[src/rtl/dcc_pkg.sv]
package dcc_pkg;
  typedef enum logic {
    DCC_BINARY = 1'b0,
    DCC_DECADE = 1'b1
  } dcc_mode_e;

  typedef struct packed {
    logic ck;
    logic gate;
    logic clr;
  } dcc_lines_t;
endpackage

[src/rtl/dcc_sync.sv]
module dcc_sync #(
  parameter int STAGES = 2
) (
  input  logic              clk,
  input  dcc_pkg::dcc_lines_t raw,
  output dcc_pkg::dcc_lines_t synced
);
  dcc_pkg::dcc_lines_t chain [STAGES];

  // No reset: the chain follows the pins during reset so release sees no false edge.
  always_ff @(posedge clk) begin
    chain[0] <= raw;
    for (int i = 1; i < STAGES; i++) chain[i] <= chain[i-1];
  end

  assign synced = chain[STAGES-1];
endmodule

[src/rtl/dcc_edge_qual.sv]
module dcc_edge_qual (
  input  logic                clk,
  input  logic                rst,
  input  dcc_pkg::dcc_lines_t now_s,
  output logic                fire,
  output logic                clr_lvl
);
  logic prev_ck;
  logic prev_gate;

  always_ff @(posedge clk) begin
    prev_ck   <= now_s.ck;
    prev_gate <= now_s.gate;
  end

  logic ck_rise;
  logic gate_fall;
  assign ck_rise   = now_s.ck & ~prev_ck & now_s.gate;
  assign gate_fall = ~now_s.gate & prev_gate & ~now_s.ck;
  assign fire      = ck_rise | gate_fall;
  assign clr_lvl   = now_s.clr;

  // one transition yields one pulse only
  p_single_pulse_r2: assert property (@(posedge clk) disable iff (rst)
    fire |=> !fire);
  // a falling trigger line with its partner idle never fires
  p_no_fire_ck_fall_r4: assert property (@(posedge clk) disable iff (rst)
    ($fell(now_s.ck) && $stable(now_s.gate)) |-> !fire);
endmodule

[src/rtl/dcc_step.sv]
module dcc_step #(
  parameter int                WIDTH = 4,
  parameter dcc_pkg::dcc_mode_e MODE = dcc_pkg::DCC_DECADE
) (
  input  logic [WIDTH-1:0] cur,
  output logic [WIDTH-1:0] nxt
);
  localparam logic [WIDTH-1:0] LAST    = (MODE == dcc_pkg::DCC_DECADE) ? WIDTH'(9) : '1;
  localparam logic [WIDTH-1:0] REENTRY = WIDTH'(4);

  generate
    if (MODE == dcc_pkg::DCC_DECADE) begin : g_decade
      always_comb begin
        if (cur == LAST)     nxt = '0;
        else if (cur > LAST) nxt = cur[0] ? REENTRY : cur + WIDTH'(1);
        else                 nxt = cur + WIDTH'(1);
      end
      // legal codes never leave the legal range
      always_comb begin
        if (cur <= LAST) a_legal_closed_r8: assert (nxt <= LAST);
      end
    end else begin : g_binary
      always_comb nxt = cur + WIDTH'(1);
    end
  endgenerate
endmodule

[src/rtl/dcc_counter.sv]
module dcc_counter #(
  parameter int                WIDTH = 4,
  parameter dcc_pkg::dcc_mode_e MODE = dcc_pkg::DCC_DECADE
) (
  input  logic             clk,
  input  logic             rst,
  input  logic             fire,
  input  logic             clr,
  output logic [WIDTH-1:0] q
);
  localparam logic [WIDTH-1:0] LAST = (MODE == dcc_pkg::DCC_DECADE) ? WIDTH'(9) : '1;

  logic [WIDTH-1:0] q_next;

  dcc_step #(.WIDTH(WIDTH), .MODE(MODE)) u_step (
    .cur (q),
    .nxt (q_next)
  );

  always_ff @(posedge clk) begin
    if (rst || clr)  q <= '0;
    else if (fire)   q <= q_next;
  end

  p_clear_zero_r5: assert property (@(posedge clk) disable iff (rst)
    clr |=> (q == '0));
  p_hold_idle_r4: assert property (@(posedge clk) disable iff (rst)
    (!clr && !fire) |=> $stable(q));
  p_wrap_r6: assert property (@(posedge clk) disable iff (rst)
    (fire && !clr && q == LAST) |=> (q == '0));
  p_increment_r2: assert property (@(posedge clk) disable iff (rst)
    (fire && !clr && q < LAST) |=> (q == $past(q) + WIDTH'(1)));

  generate
    if (MODE == dcc_pkg::DCC_DECADE) begin : g_range
      p_in_range_r6: assert property (@(posedge clk) disable iff (rst)
        q <= LAST);
    end
  endgenerate
endmodule

[src/rtl/dcc_channel.sv]
module dcc_channel #(
  parameter int                WIDTH     = 4,
  parameter int                SYNC_LEN  = 2,
  parameter dcc_pkg::dcc_mode_e MODE     = dcc_pkg::DCC_DECADE
) (
  input  logic             clk,
  input  logic             rst,
  input  logic             ck,
  input  logic             gate,
  input  logic             clr,
  output logic [WIDTH-1:0] q
);
  dcc_pkg::dcc_lines_t raw_lines;
  dcc_pkg::dcc_lines_t sync_lines;
  logic                fire;
  logic                clr_lvl;

  assign raw_lines = '{ck: ck, gate: gate, clr: clr};

  dcc_sync #(.STAGES(SYNC_LEN)) u_sync (
    .clk    (clk),
    .raw    (raw_lines),
    .synced (sync_lines)
  );

  dcc_edge_qual u_qual (
    .clk     (clk),
    .rst     (rst),
    .now_s   (sync_lines),
    .fire    (fire),
    .clr_lvl (clr_lvl)
  );

  dcc_counter #(.WIDTH(WIDTH), .MODE(MODE)) u_cnt (
    .clk  (clk),
    .rst  (rst),
    .fire (fire),
    .clr  (clr_lvl),
    .q    (q)
  );
endmodule

[src/rtl/dual_cascade_counter.sv]
module dual_cascade_counter #(
  parameter int                NUM_CH   = 2,
  parameter int                WIDTH    = 4,
  parameter int                SYNC_LEN = 2,
  parameter dcc_pkg::dcc_mode_e MODE    = dcc_pkg::DCC_DECADE
) (
  input  logic                    clk,
  input  logic                    rst,
  input  logic [NUM_CH-1:0]       ck_in,
  input  logic [NUM_CH-1:0]       gate_in,
  input  logic [NUM_CH-1:0]       clr_in,
  output logic [NUM_CH*WIDTH-1:0] q_out
);
  generate
    for (genvar ch = 0; ch < NUM_CH; ch++) begin : g_ch
      logic [WIDTH-1:0] q_ch;

      dcc_channel #(.WIDTH(WIDTH), .SYNC_LEN(SYNC_LEN), .MODE(MODE)) u_chan (
        .clk  (clk),
        .rst  (rst),
        .ck   (ck_in[ch]),
        .gate (gate_in[ch]),
        .clr  (clr_in[ch]),
        .q    (q_ch)
      );

      assign q_out[ch*WIDTH +: WIDTH] = q_ch;

      // reset clears each channel
      p_reset_zero_r1: assert property (@(posedge clk)
        rst |=> (q_ch == '0));
    end
  endgenerate
endmodule

[config.mk]
export PLATFORM = sky130hd
export DESIGN_NAME = dual_cascade_counter
export DESIGN_NICKNAME = d
export VERILOG_FILES = /design/src/rtl/dcc_pkg.sv /design/src/rtl/dcc_sync.sv /design/src/rtl/dcc_edge_qual.sv /design/src/rtl/dcc_step.sv /design/src/rtl/dcc_counter.sv /design/src/rtl/dcc_channel.sv /design/src/rtl/dual_cascade_counter.sv
export SDC_FILE = /design/constraint.sdc
export NUM_CORES = 1
export LEC_CHECK = 0
export BUFFER_PORTS_ARGS = -buffer_cell sky130_fd_sc_hd__buf_4
export CAP_MARGIN = 10
export CORE_UTILIZATION = 40
export DETAILED_ROUTE_END_ITERATION = 12
export PLACE_DENSITY = 0.71
export SLEW_MARGIN = 5
export SYNTH_ARGS = -nofsm -noshare
export SYNTH_HDL_FRONTEND = slang
export SYNTH_SLANG_ARGS = --single-unit
[constraint.sdc]
create_clock -name clk -period 2.2 [get_ports clk]
set_clock_uncertainty 0.2 [all_clocks]
set_input_delay 0.11 -clock clk [delete_from_list [all_inputs] [get_ports clk]]
set_output_delay 0.11 -clock clk [all_outputs]
set_load 0.005 [all_outputs]
==> key figures <==
Status
  • Status: finished clean

Setup path
  • WP data required: 2.22 ns
  • Worst Path Max Fanout: 7
  • Endpoint class of the critical path: register
  • Highest-delay cell along the critical path: dfxtp_1
  • Worst EP arrival: 1.81 ns
  • Critical Setup Path Class: reg -> reg
  • Worst-path cell chain: inv_1, ha_1, o31ai_1, o22ai_1, a31o_1
  • Worst setup SP type: register
  • CP peak stage delay: 0.47 ns

Placement
  • DP HPWL: 1.15 mm
  • Port Buffer Count: 15
  • Routability cong.: 0.880

Synth
  • Number of enable flip-flop cells after synthesis: 0
  • Synth unique cells: 31
  • Dominant synthesized flop cell: dfxtp_1
  • Mapped Area: 965 sq um
  • Cell count after synthesis: 93
  • Most frequent cell after synthesis: dfxtp_1
  • Avg Inst Size Synth: 10.4 sq um
  • FF+latch count, synth: 24
  • Post-synth top cells: dfxtp_1 (24), nand2_1 (9), ha_1 (8), inv_1 (7), nor2_1 (6)
  • Register area share after synthesis: 49.8%
  • Warnings, synthesis: 0
  • Post-synth top area share: 49.8%
  • Ys async rst share: 0%
  • Syn Nets: 109
  • Synth top area cells: dfxtp_1 (50%), ha_1 (10%), mux2i_1 (4.2%)
  • Leading area contributor after synthesis: dfxtp_1

Finish
  • Final #Nets: 135
  • Inserted Diodes: 0
  • Share of layout cells above drive strength 1: 19.5%
  • Area grow syn2layout: 27.5%

Clock network
  • Cts repair resizes: 0
  • Root buffer cell: clkbuf_4
  • H-tree Lvls: 1
  • Clock transition at path regs: 0.13 ns
  • CTS Buf Count: 3
  • Clk sinks: 24
  • CTS max path bufs: 2
  • CTS tree: yes
  • Clock Latency Late Sink: 0.30 ns

STA
  • FMAX: 556 MHz
  • Final min period: 1.80 ns
  • Slew Limit Headroom: 74.7%
  • Worst Hold Margin: 0.143 ns
  • Final Hold Fails: 0
  • Final period utilization: 81.7%
  • Worst Tran Pin Value: 0.378 ns
  • Unrepaired setup endpoints after global routing: false
  • Slew Viols, Final: 0
  • Setup_tns: 0 ns
  • Final setup vio count: 0

Drt
  • Initial drt markers: 18
  • First-pass iteration count of the detailed router: 4
  • Routed via count: 738
  • Routed Antenna Nets: 0
  • Residual DRC: 0
  • Final wirelength: 1.70 mm
  • Vias/cell: 5.05
  • WL/cell: 11.7 um

GRT
  • Largest net degree at the start of global routing: 15
  • Total gr overflow: 0
  • First-pass GRT wire length: 2.79 mm
  • Gr usage total: 14.4%
  • Initial antenna violation count: 0
  • Vias in the first global route: 693

Power
  • Worst VDD drop: 0.482 mV
  • Pwr Density: 676 nW/um^2
  • Pleak: 0.538 nW

Floorplan
  • Rows: 17
  • Die W: 51.1 um
  • Die Span Y: 51.1 um
  • Die area: 2610 sq um
  • Initial core utilization: 43.2%
  • Core outline area: 2230 sq um
  • Number of I/O pins: 16

Job
  • Max-Cap Viols: 0

Min path
  • Worst Hold Class: reg -> reg
final cells by class:
type,instances,area (sq um)
Clock buffer,3,22.5
Clock inverter,1,30.0
Fill cell,196,1000
Multi-Input combinational cell,61,453
Timing Repair Buffer,22,183
Sequential cell,24,480
Inverter,7,26.3
Tap cell,28,35.0
sequential cells by signal, summed over array words and instances (netlist names):
register	flops
g_ch.u_chan.u_sync.chain	12
g_ch.u_chan.u_cnt.q	8
g_ch.u_chan.u_qual.prev_gate	2
g_ch.u_chan.u_qual.prev_ck	2
through the flow:
stage	setup slack [ns]	power (mW)	instances	area [sq um]	util (%)
after floorplan	0.573	0.495	93	965	-
final	0.402	0.831	146	1230	55.1
after global routing	0.282	0.858	146	1230	55.1
after CTS	0.401	0.842	146	1230	55.1
after global placement	0.475	0.513	135	1110	49.6
after detailed placement	0.448	0.516	135	1110	49.6
path summary, 6_finish.rpt:
check | cells after the start | endpoint | startpoint | slack (ns)
max reg2reg | 5 | g_ch[0].u_chan.u_cnt.q[3] | g_ch[0].u_chan.u_cnt.q[0] | 0.40
min reg2reg | 0 | g_ch[0].u_chan.u_sync.chain[0][4] | g_ch[0].u_chan.u_sync.chain[0][1] | 0.14
min | 0 | g_ch[0].u_chan.u_sync.chain[0][4] | g_ch[0].u_chan.u_sync.chain[0][1] | 0.14
max | 5 | g_ch[0].u_chan.u_cnt.q[3] | g_ch[0].u_chan.u_cnt.q[0] | 0.40
worst max-delay path, delay by kind of cell, from the launching register on:
family / cells / cell delay, ns
flip-flops: 1 / 0.47
adder cells (fa/ha/maj): 1 / 0.25
AO/OA/AOI/OAI: 3 / 0.63
buffers and inverters: 1 / 0.15
logic make-up after synthesis:
group	count (synthesis)	synth area share [%]
and+or+nand+nor	30	17.6
AOI/OAI and AO/OA	19	14.8
buffers and inverters	8	3.24
muxes	4	4.15
adders and majority gates	8	10.4
DFF	24	49.8
layer usage:
| layer | part of all wire (%) | GRT usage [%] |
|---|---|---|
| met2 | 50 | 26.8 |
| met5 | 0 | 0 |
| met1 | 47 | 16.0 |
| met4 | 1.0 | 6.48 |
| met3 | 2.7 | 1.79 |
placed cells by master, fill, tap and decap left out, drive strengths merged, types with 2 or more instances in the layout:
| cell type | instances |
|---|---|
| a21oi | 3 |
| buf | 15 |
| clkbuf | 3 |
| dfxtp | 24 |
| dlygate4sd3 | 7 |
| ha | 8 |
| inv | 7 |
| mux2i | 4 |
| nand2 | 9 |
| nand2b | 2 |
| nand3 | 3 |
| nor2 | 7 |
| o211ai | 2 |
| o21ai | 3 |
| o22ai | 2 |
| or4 | 2 |
power breakdown:
| part | total (mW) | switching, mW | internal, mW |
|---|---|---|---|
| sequential | 0.461 | 0.00951 | 0.452 |
| combinational | 0.0556 | 0.0248 | 0.0308 |
| clock | 0.314 | 0.130 | 0.184 |
timing repair:
action / in CTS / in global routing
setup buffers: 0 / 0
endpoints found under the hold margin: 14 / 0
hold buffers: 7 / 0
Power figures use the tool's default switching activity.
